**config.mk**
```make
export PLATFORM = sky130hd
export DESIGN_NAME = cq_capture
export DESIGN_NICKNAME = d
export VERILOG_FILES = /design/src/rtl/cq_pkg.sv /design/src/rtl/cq_tstamp.sv /design/src/rtl/cq_packer.sv /design/src/rtl/cq_qualifier.sv /design/src/rtl/cq_writer.sv /design/src/rtl/cq_capture.sv
export SDC_FILE = /design/constraint.sdc
export NUM_CORES = 1
export LEC_CHECK = 0
export BUFFER_PORTS_ARGS = -buffer_cell sky130_fd_sc_hd__clkbuf_2
export CAP_MARGIN = 5
export CORE_ASPECT_RATIO = 0.75
export CORE_MARGIN = 3
export CORE_UTILIZATION = 50
export CTS_BUF_LIST = sky130_fd_sc_hd__clkbuf_4 sky130_fd_sc_hd__clkbuf_8 sky130_fd_sc_hd__clkbuf_16
export CTS_CLUSTER_DIAMETER = 40
export DETAILED_ROUTE_END_ITERATION = 16
export GPL_ROUTABILITY_DRIVEN = 0
export HOLD_SLACK_MARGIN = 0.06
export PLACE_DENSITY = 0.78
export SLEW_MARGIN = 20
export SYNTH_ARGS = -nofsm -noshare
export SYNTH_HDL_FRONTEND = slang
export SYNTH_SLANG_ARGS = --single-unit
```
**constraint.sdc**
```tcl
create_clock -name clk -period 3.7 [get_ports clk]
set_input_delay 0.185 -clock clk [delete_from_list [all_inputs] [get_ports clk]]
set_output_delay 0.185 -clock clk [all_outputs]
set_load 0.05 [all_outputs]
```
**src/rtl/cq_pkg.sv**
```systemverilog
package cq_pkg;

  typedef enum logic [1:0] {
    MODE_X1  = 2'd0,
    MODE_X2  = 2'd1,
    MODE_X4  = 2'd2,
    MODE_RSV = 2'd3
  } cq_mode_e;

  // index of the sub-sample that closes a word
  function automatic logic [1:0] last_sub(input cq_mode_e m);
    case (m)
      MODE_X2: return 2'd1;
      MODE_X4: return 2'd3;
      default: return 2'd0;
    endcase
  endfunction

  // storage verdict for a word in qualified mode
  function automatic logic verdict(input logic keep, input logic drop,
                                   input logic sticky);
    if (drop) return 1'b0;
    if (keep) return 1'b1;
    return sticky;
  endfunction

endpackage

```
**src/rtl/cq_tstamp.sv**
```systemverilog
module cq_tstamp #(
  parameter int TS_W = 51
) (
  input  logic            clk,
  input  logic            rst,
  output logic [TS_W-1:0] ts
);

  function automatic logic [TS_W-1:0] next_ts(input logic [TS_W-1:0] t);
    return t + TS_W'(1);
  endfunction

  always_ff @(posedge clk) begin
    if (rst) ts <= '0;
    else     ts <= next_ts(ts);
  end

endmodule

```
**src/rtl/cq_packer.sv**
```systemverilog
module cq_packer
  import cq_pkg::*;
#(
  parameter int NCH = 16
) (
  input  logic           clk,
  input  logic           rst,
  input  logic           smp_vld,
  input  logic [NCH-1:0] smp_data,
  input  cq_mode_e       mode,
  output logic           word_done,
  output logic [NCH-1:0] word
);

  localparam int HALF = NCH / 2;
  localparam int QTR  = NCH / 4;

  logic [NCH-1:0] acc_q;
  logic [1:0]     idx_q;
  logic [1:0]     idx_eff;
  cq_mode_e       mode_q;
  logic           mode_chg;

  function automatic logic [NCH-1:0] place(input logic [NCH-1:0] acc,
                                           input logic [NCH-1:0] d,
                                           input cq_mode_e m,
                                           input logic [1:0] idx);
    logic [NCH-1:0] r;
    r = acc;
    case (m)
      MODE_X2: r[int'(idx[0]) * HALF +: HALF] = d[HALF-1:0];
      MODE_X4: r[int'(idx) * QTR +: QTR]     = d[QTR-1:0];
      default: r = d;
    endcase
    return r;
  endfunction

  always_comb begin
    mode_chg  = (mode != mode_q);
    idx_eff   = mode_chg ? 2'd0 : idx_q;
    word      = place(acc_q, smp_data, mode, idx_eff);
    word_done = smp_vld && (idx_eff == last_sub(mode));
  end

  always_ff @(posedge clk) begin
    if (rst) begin
      acc_q  <= '0;
      idx_q  <= 2'd0;
      mode_q <= MODE_X1;
    end else begin
      mode_q <= mode;
      if (smp_vld) begin
        acc_q <= word;
        idx_q <= word_done ? 2'd0 : idx_eff + 2'd1;
      end else if (mode_chg) begin
        idx_q <= 2'd0;
      end
    end
  end

endmodule

```
**src/rtl/cq_qualifier.sv**
```systemverilog
module cq_qualifier
  import cq_pkg::*;
(
  input  logic clk,
  input  logic rst,
  input  logic word_done,
  input  logic cond_mode,
  input  logic cmd_keep,
  input  logic cmd_drop,
  input  logic cmd_start,
  input  logic cmd_stop,
  output logic keep_word,
  output logic store_en
);

  logic en_now;

  always_comb begin
    if (cmd_stop)       en_now = 1'b0;
    else if (cmd_start) en_now = 1'b1;
    else                en_now = store_en;
    keep_word = word_done &&
                (!cond_mode || verdict(cmd_keep, cmd_drop, en_now));
  end

  always_ff @(posedge clk) begin
    if (rst) store_en <= 1'b0;
    else     store_en <= en_now;
  end

endmodule

```
**src/rtl/cq_writer.sv**
```systemverilog
module cq_writer #(
  parameter int NCH   = 16,
  parameter int TS_W  = 51,
  parameter int DEPTH = 8
) (
  input  logic                     clk,
  input  logic                     rst,
  input  logic                     keep_word,
  input  logic [NCH-1:0]           word,
  input  logic [TS_W-1:0]          ts,
  output logic                     wr_en,
  output logic [$clog2(DEPTH)-1:0] wr_addr,
  output logic [NCH-1:0]           wr_data,
  output logic [TS_W-1:0]          wr_ts,
  output logic                     mem_full
);

  localparam int AW = $clog2(DEPTH);
  localparam int CW = $clog2(DEPTH + 1);

  logic [CW-1:0] cnt_q;
  logic          do_wr;

  assign mem_full = (cnt_q == CW'(DEPTH));
  assign do_wr    = keep_word && !mem_full;

  always_ff @(posedge clk) begin
    if (rst) begin
      wr_en   <= 1'b0;
      wr_addr <= '0;
      wr_data <= '0;
      wr_ts   <= '0;
      cnt_q   <= '0;
    end else begin
      wr_en <= do_wr;
      if (do_wr) begin
        wr_addr <= cnt_q[AW-1:0];
        wr_data <= word;
        wr_ts   <= ts;
        cnt_q   <= cnt_q + CW'(1);
      end
    end
  end

endmodule

```
**src/rtl/cq_capture.sv**
```systemverilog
module cq_capture
  import cq_pkg::*;
#(
  parameter int NCH   = 16,
  parameter int TS_W  = 51,
  parameter int DEPTH = 8
) (
  input  logic                     clk,
  input  logic                     rst,
  input  logic                     smp_vld,
  input  logic [NCH-1:0]           smp_data,
  input  logic [1:0]               mode,
  input  logic                     cond_mode,
  input  logic                     cmd_keep,
  input  logic                     cmd_drop,
  input  logic                     cmd_start,
  input  logic                     cmd_stop,
  output logic                     wr_en,
  output logic [$clog2(DEPTH)-1:0] wr_addr,
  output logic [NCH-1:0]           wr_data,
  output logic [TS_W-1:0]          wr_ts,
  output logic                     mem_full
);

  logic [TS_W-1:0] ts_now;
  logic            word_done;
  logic [NCH-1:0]  word;
  logic            keep_word;
  logic            store_en;

  cq_tstamp #(.TS_W(TS_W)) u_ts (
    .clk(clk), .rst(rst), .ts(ts_now)
  );

  cq_packer #(.NCH(NCH)) u_pack (
    .clk(clk), .rst(rst), .smp_vld(smp_vld), .smp_data(smp_data),
    .mode(cq_mode_e'(mode)), .word_done(word_done), .word(word)
  );

  cq_qualifier u_qual (
    .clk(clk), .rst(rst), .word_done(word_done), .cond_mode(cond_mode),
    .cmd_keep(cmd_keep), .cmd_drop(cmd_drop), .cmd_start(cmd_start),
    .cmd_stop(cmd_stop), .keep_word(keep_word), .store_en(store_en)
  );

  cq_writer #(.NCH(NCH), .TS_W(TS_W), .DEPTH(DEPTH)) u_wr (
    .clk(clk), .rst(rst), .keep_word(keep_word), .word(word), .ts(ts_now),
    .wr_en(wr_en), .wr_addr(wr_addr), .wr_data(wr_data), .wr_ts(wr_ts),
    .mem_full(mem_full)
  );

endmodule

```
==> run_results.csv <==
group,metric,value,unit
logic_synthesis,syn_inst,799,
setup_path,crit_arrival,3.50,ns
cells_and_area,n_antenna_cell,0,
logic_synthesis,syn-mean-instance-area,8.30,um2
power_and_ir_drop,power.switching,987,uW
sta,maxSlewViolCount,0,
power_and_ir_drop,p_sw_share,26.4,%
hold_path,hp-class,"in2reg",
clocking,clock-sinks,147,
placement,portBuffers,97,
die,die_w,139,um
power_and_ir_drop,ir_drop,326,uV
sta,rsz0062_at_grt,"false",
power_and_ir_drop,seq_power_share,43.8,%
clocking,cts_buffer_depth,2,
power_and_ir_drop,power_frac_clock,45.5,%
grt,first_global_vias,5499,
logic_synthesis,async_flop_share,0,%
detailed_routing,routed_wl,17600,um
grt,track_usage,23.1,%
die,die_y,106,um
clocking,cts_tree,"yes",
die,initial_core_util,52.6,%
setup_path,start_kind,"flop",
clocking,cts_setup_buffers,0,
clocking,path_clk_slew,0.06,ns
die,core_area,0.0126,mm2
clocking,htree_levels,4,
detailed_routing,initialDrtViolationCount,648,
grt,overflow,0,
logic_synthesis,synth.distinct_cells,54,
run_status,status,"finished clean",
clocking,cts_root_buf,"clkbuf_16",
clocking,cts_hold_buf,2,
setup_path,reg2reg_slack,0.54,ns
die,ios,98,
sta,period_share,85.5,%
cells_and_area,areaGrowthSynthToFinish,18.2,%
cells_and_area,layout_common_cells,"dfxtp_1 (147), a21oi_1 (98), clkbuf_2 (96), nand3_1 (87), o21ai_0 (82)",
sta,relSlewSlack,32.0,%
sta,tns,0,ns
cells_and_area,fin_cells,1048,
logic_synthesis,yosysSeqAreaShare,44.4,%
sta,worst_pin_slew,1.01,ns
grt,grt_antenna_before_repair,0,
setup_path,crit_fanout,6,
flow_run,maxCapViolations,0,
grt,grt_pass1_wl,28400,um
detailed_routing,viasPerCell,6.06,
logic_synthesis,netlist_area,0.00663,mm2
cells_and_area,drive_above_1_share,17.7,%
detailed_routing,dr_total_vias,6354,
cells_and_area,final_common_cell,"dfxtp_1",
grt,grt_max_degree,75,
detailed_routing,dr.pass1.iters,6,
setup_path,worst_setup_path_end_kind,"flop",
detailed_routing,drcViolationCount,0,
logic_synthesis,synth-edff-count,0,
power_and_ir_drop,p_int,2.76,mW
logic_synthesis,syn_nets,835,
power_and_ir_drop,power_density,478,mW/mm2
setup_path,r2r-start,"u_pack.mode_q[1]$_SDFF_PP0_",
sta,fin_hold_ws,0.0730,ns
clocking,clock_latency,0.42,ns
hold_path,min_delay_path_depth,3,
clocking,post_cts_resized,0,
cells_and_area,nets,905,
power_and_ir_drop,combPwrFrac,10.8,%
setup_path,crit_path_top_delay_cell,"nor4bb_1",
die,dieArea,0.0147,mm2
clocking,numCtsBuffers,17,
logic_synthesis,yosys_warnings,0,
setup_path,cpPeakStageDelay,0.83,ns
sta,finalHoldViolCount,0,
setup_path,path_cells,"xor2_1 > nor2_1 > nand2_1 > ha_1 > nor4bb_1 > a22oi_1 > o21ai_0 > a21oi_1 > a211oi_1",
setup_path,r2r_end,"u_wr.wr_data[13]$_SDFFE_PP0P_",
setup_path,critPathKind,"reg2reg",
detailed_routing,ant_nets,0,
die,fp-row-count,35,
power_and_ir_drop,p_leak,2.75,nW
logic_synthesis,synth_ff_type,"dfxtp_1",
sta,period_needed,3.16,ns
hold_path,min_to,"u_pack.mode_q[1]$_SDFF_PP0_",
sta,finalSetupViolCount,0,
placement,dpl.cell_count,1014,
sta,clock_skew,0.0107,ns
detailed_routing,wl_per_cell,16.8,um
placement,dp.final_hpwl,11400,um
logic_synthesis,synth_seq_cells,147,
hold_path,min-delay-start,"mode[1]",
setup_path,required,4.03,ns
sta,fmax,0.316,GHz
setup_path,rr_worst_depth,9,
## logic make-up after synthesis
group / count (synthesis) / synth area share [%]
adder cells (fa/ha/maj): 10 / 1.89
XOR/XNOR: 37 / 5.34
buffers and inverters: 82 / 4.77
AND/OR/NAND/NOR: 270 / 21.2
AO/OA/AOI/OAI: 251 / 22.1
multiplexers: 2 / 0.302
flip-flops: 147 / 44.4
## worst max-delay path by stage
stage	from	to	slack, ns	cells past startpoint
final	u_pack.mode_q[1]$_SDFF_PP0_	u_wr.wr_data[13]$_SDFFE_PP0P_	0.54	9
after global routing	u_pack.mode_q[1]$_SDFF_PP0_	u_wr.wr_data[15]$_SDFFE_PP0P_	0.49	9
after CTS	u_pack.mode_q[1]$_SDFF_PP0_	u_wr.wr_data[15]$_SDFFE_PP0P_	0.73	9
after detailed placement	u_pack.mode_q[1]$_SDFF_PP0_	u_wr.wr_data[15]$_SDFFE_PP0P_	0.73	9
after global placement	u_pack.mode_q[1]$_SDFF_PP0_	u_wr.wr_data[15]$_SDFFE_PP0P_	0.83	9
after floorplan	u_pack.mode_q[1]$_SDFF_PP0_	u_wr.wr_data[15]$_SDFFE_PP0P_	1.30	9
## sequential cells by signal, summed over array words and instances (netlist names)
name             cells
u_pack.acc_q        16
u_pack.idx_q         2
u_pack.mode_q        2
u_qual.store_en      1
u_ts.ts             51
u_wr.cnt_q           4
u_wr.wr_addr         3
u_wr.wr_data        16
u_wr.wr_en           1
u_wr.wr_ts          51
## metal layers
metal | track usage, % | part of all wire (%)
met5 | 0 | 0
met4 | 5.80 | 0.65
met3 | 6.17 | 10
met2 | 30.2 | 39
met1 | 36.8 | 50
## cells in the mapped netlist, types with 5 or more instances
cell / number / area (um2)
a22oi_1: 9 / 67.6
and2_1: 6 / 37.5
a311oi_1: 6 / 52.6
dfxtp_1: 147 / 2940
and4_1: 7 / 61.3
buf_2: 7 / 35.0
or4_1: 5 / 37.5
nand3_1: 87 / 435
xnor2_1: 27 / 236
nand2_1: 37 / 139
nand4_1: 10 / 62.6
xor2_1: 6 / 52.6
nor3_1: 16 / 80.1
a211oi_1: 16 / 120
clkbuf_1: 52 / 195
nor2_1: 54 / 203
ha_1: 10 / 125
nor4_1: 12 / 75.1
o21ai_0: 82 / 410
or3_1: 13 / 81.3
inv_1: 21 / 78.8
a21oi_1: 98 / 490
nand4b_1: 5 / 43.8
## worst max-delay path, delay by kind of cell (launching register included)
kind | cells | cell delay, ns
simple gates | 3 | 1.23
compound gates | 4 | 0.76
xor+xnor | 1 | 0.39
flops | 1 | 0.38
fa+ha+maj | 1 | 0.32
## metrics by stage
step	area, um2	utilization [%]	worst slack (ns)	power [mW]
2_1_floorplan	6630	-	1.30	1.95
3_3_place_gp	7220	57.2	0.834	2.06
3_5_place_dp	7220	57.2	0.727	2.07
4_1_cts	7830	62.1	0.733	3.76
5_1_grt	7830	62.1	0.491	3.86
6_report	7830	62.1	0.535	3.75
## power groups by stage
stage	Clock, mW	Combinational, mW	Sequential (mW)
finish	1.70	0.403	1.64
global route	1.78	0.433	1.64
CTS	1.72	0.396	1.64
detailed placement	0	0.393	1.67
global placement	0	0.388	1.68
floorplan	0	0.224	1.72
## final cells by class
| class | count | area [um2] |
|---|---|---|
| Tap cell | 166 | 208 |
| Fill cell | 1090 | 4780 |
| Sequential cell | 147 | 2940 |
| Inverter | 22 | 82.6 |
| Multi-Input combinational cell | 570 | 3400 |
| Clock inverter | 12 | 133 |
| Timing Repair Buffer | 111 | 611 |
| Clock buffer | 20 | 460 |
Note: power is estimated with default switching activity, not from simulation.
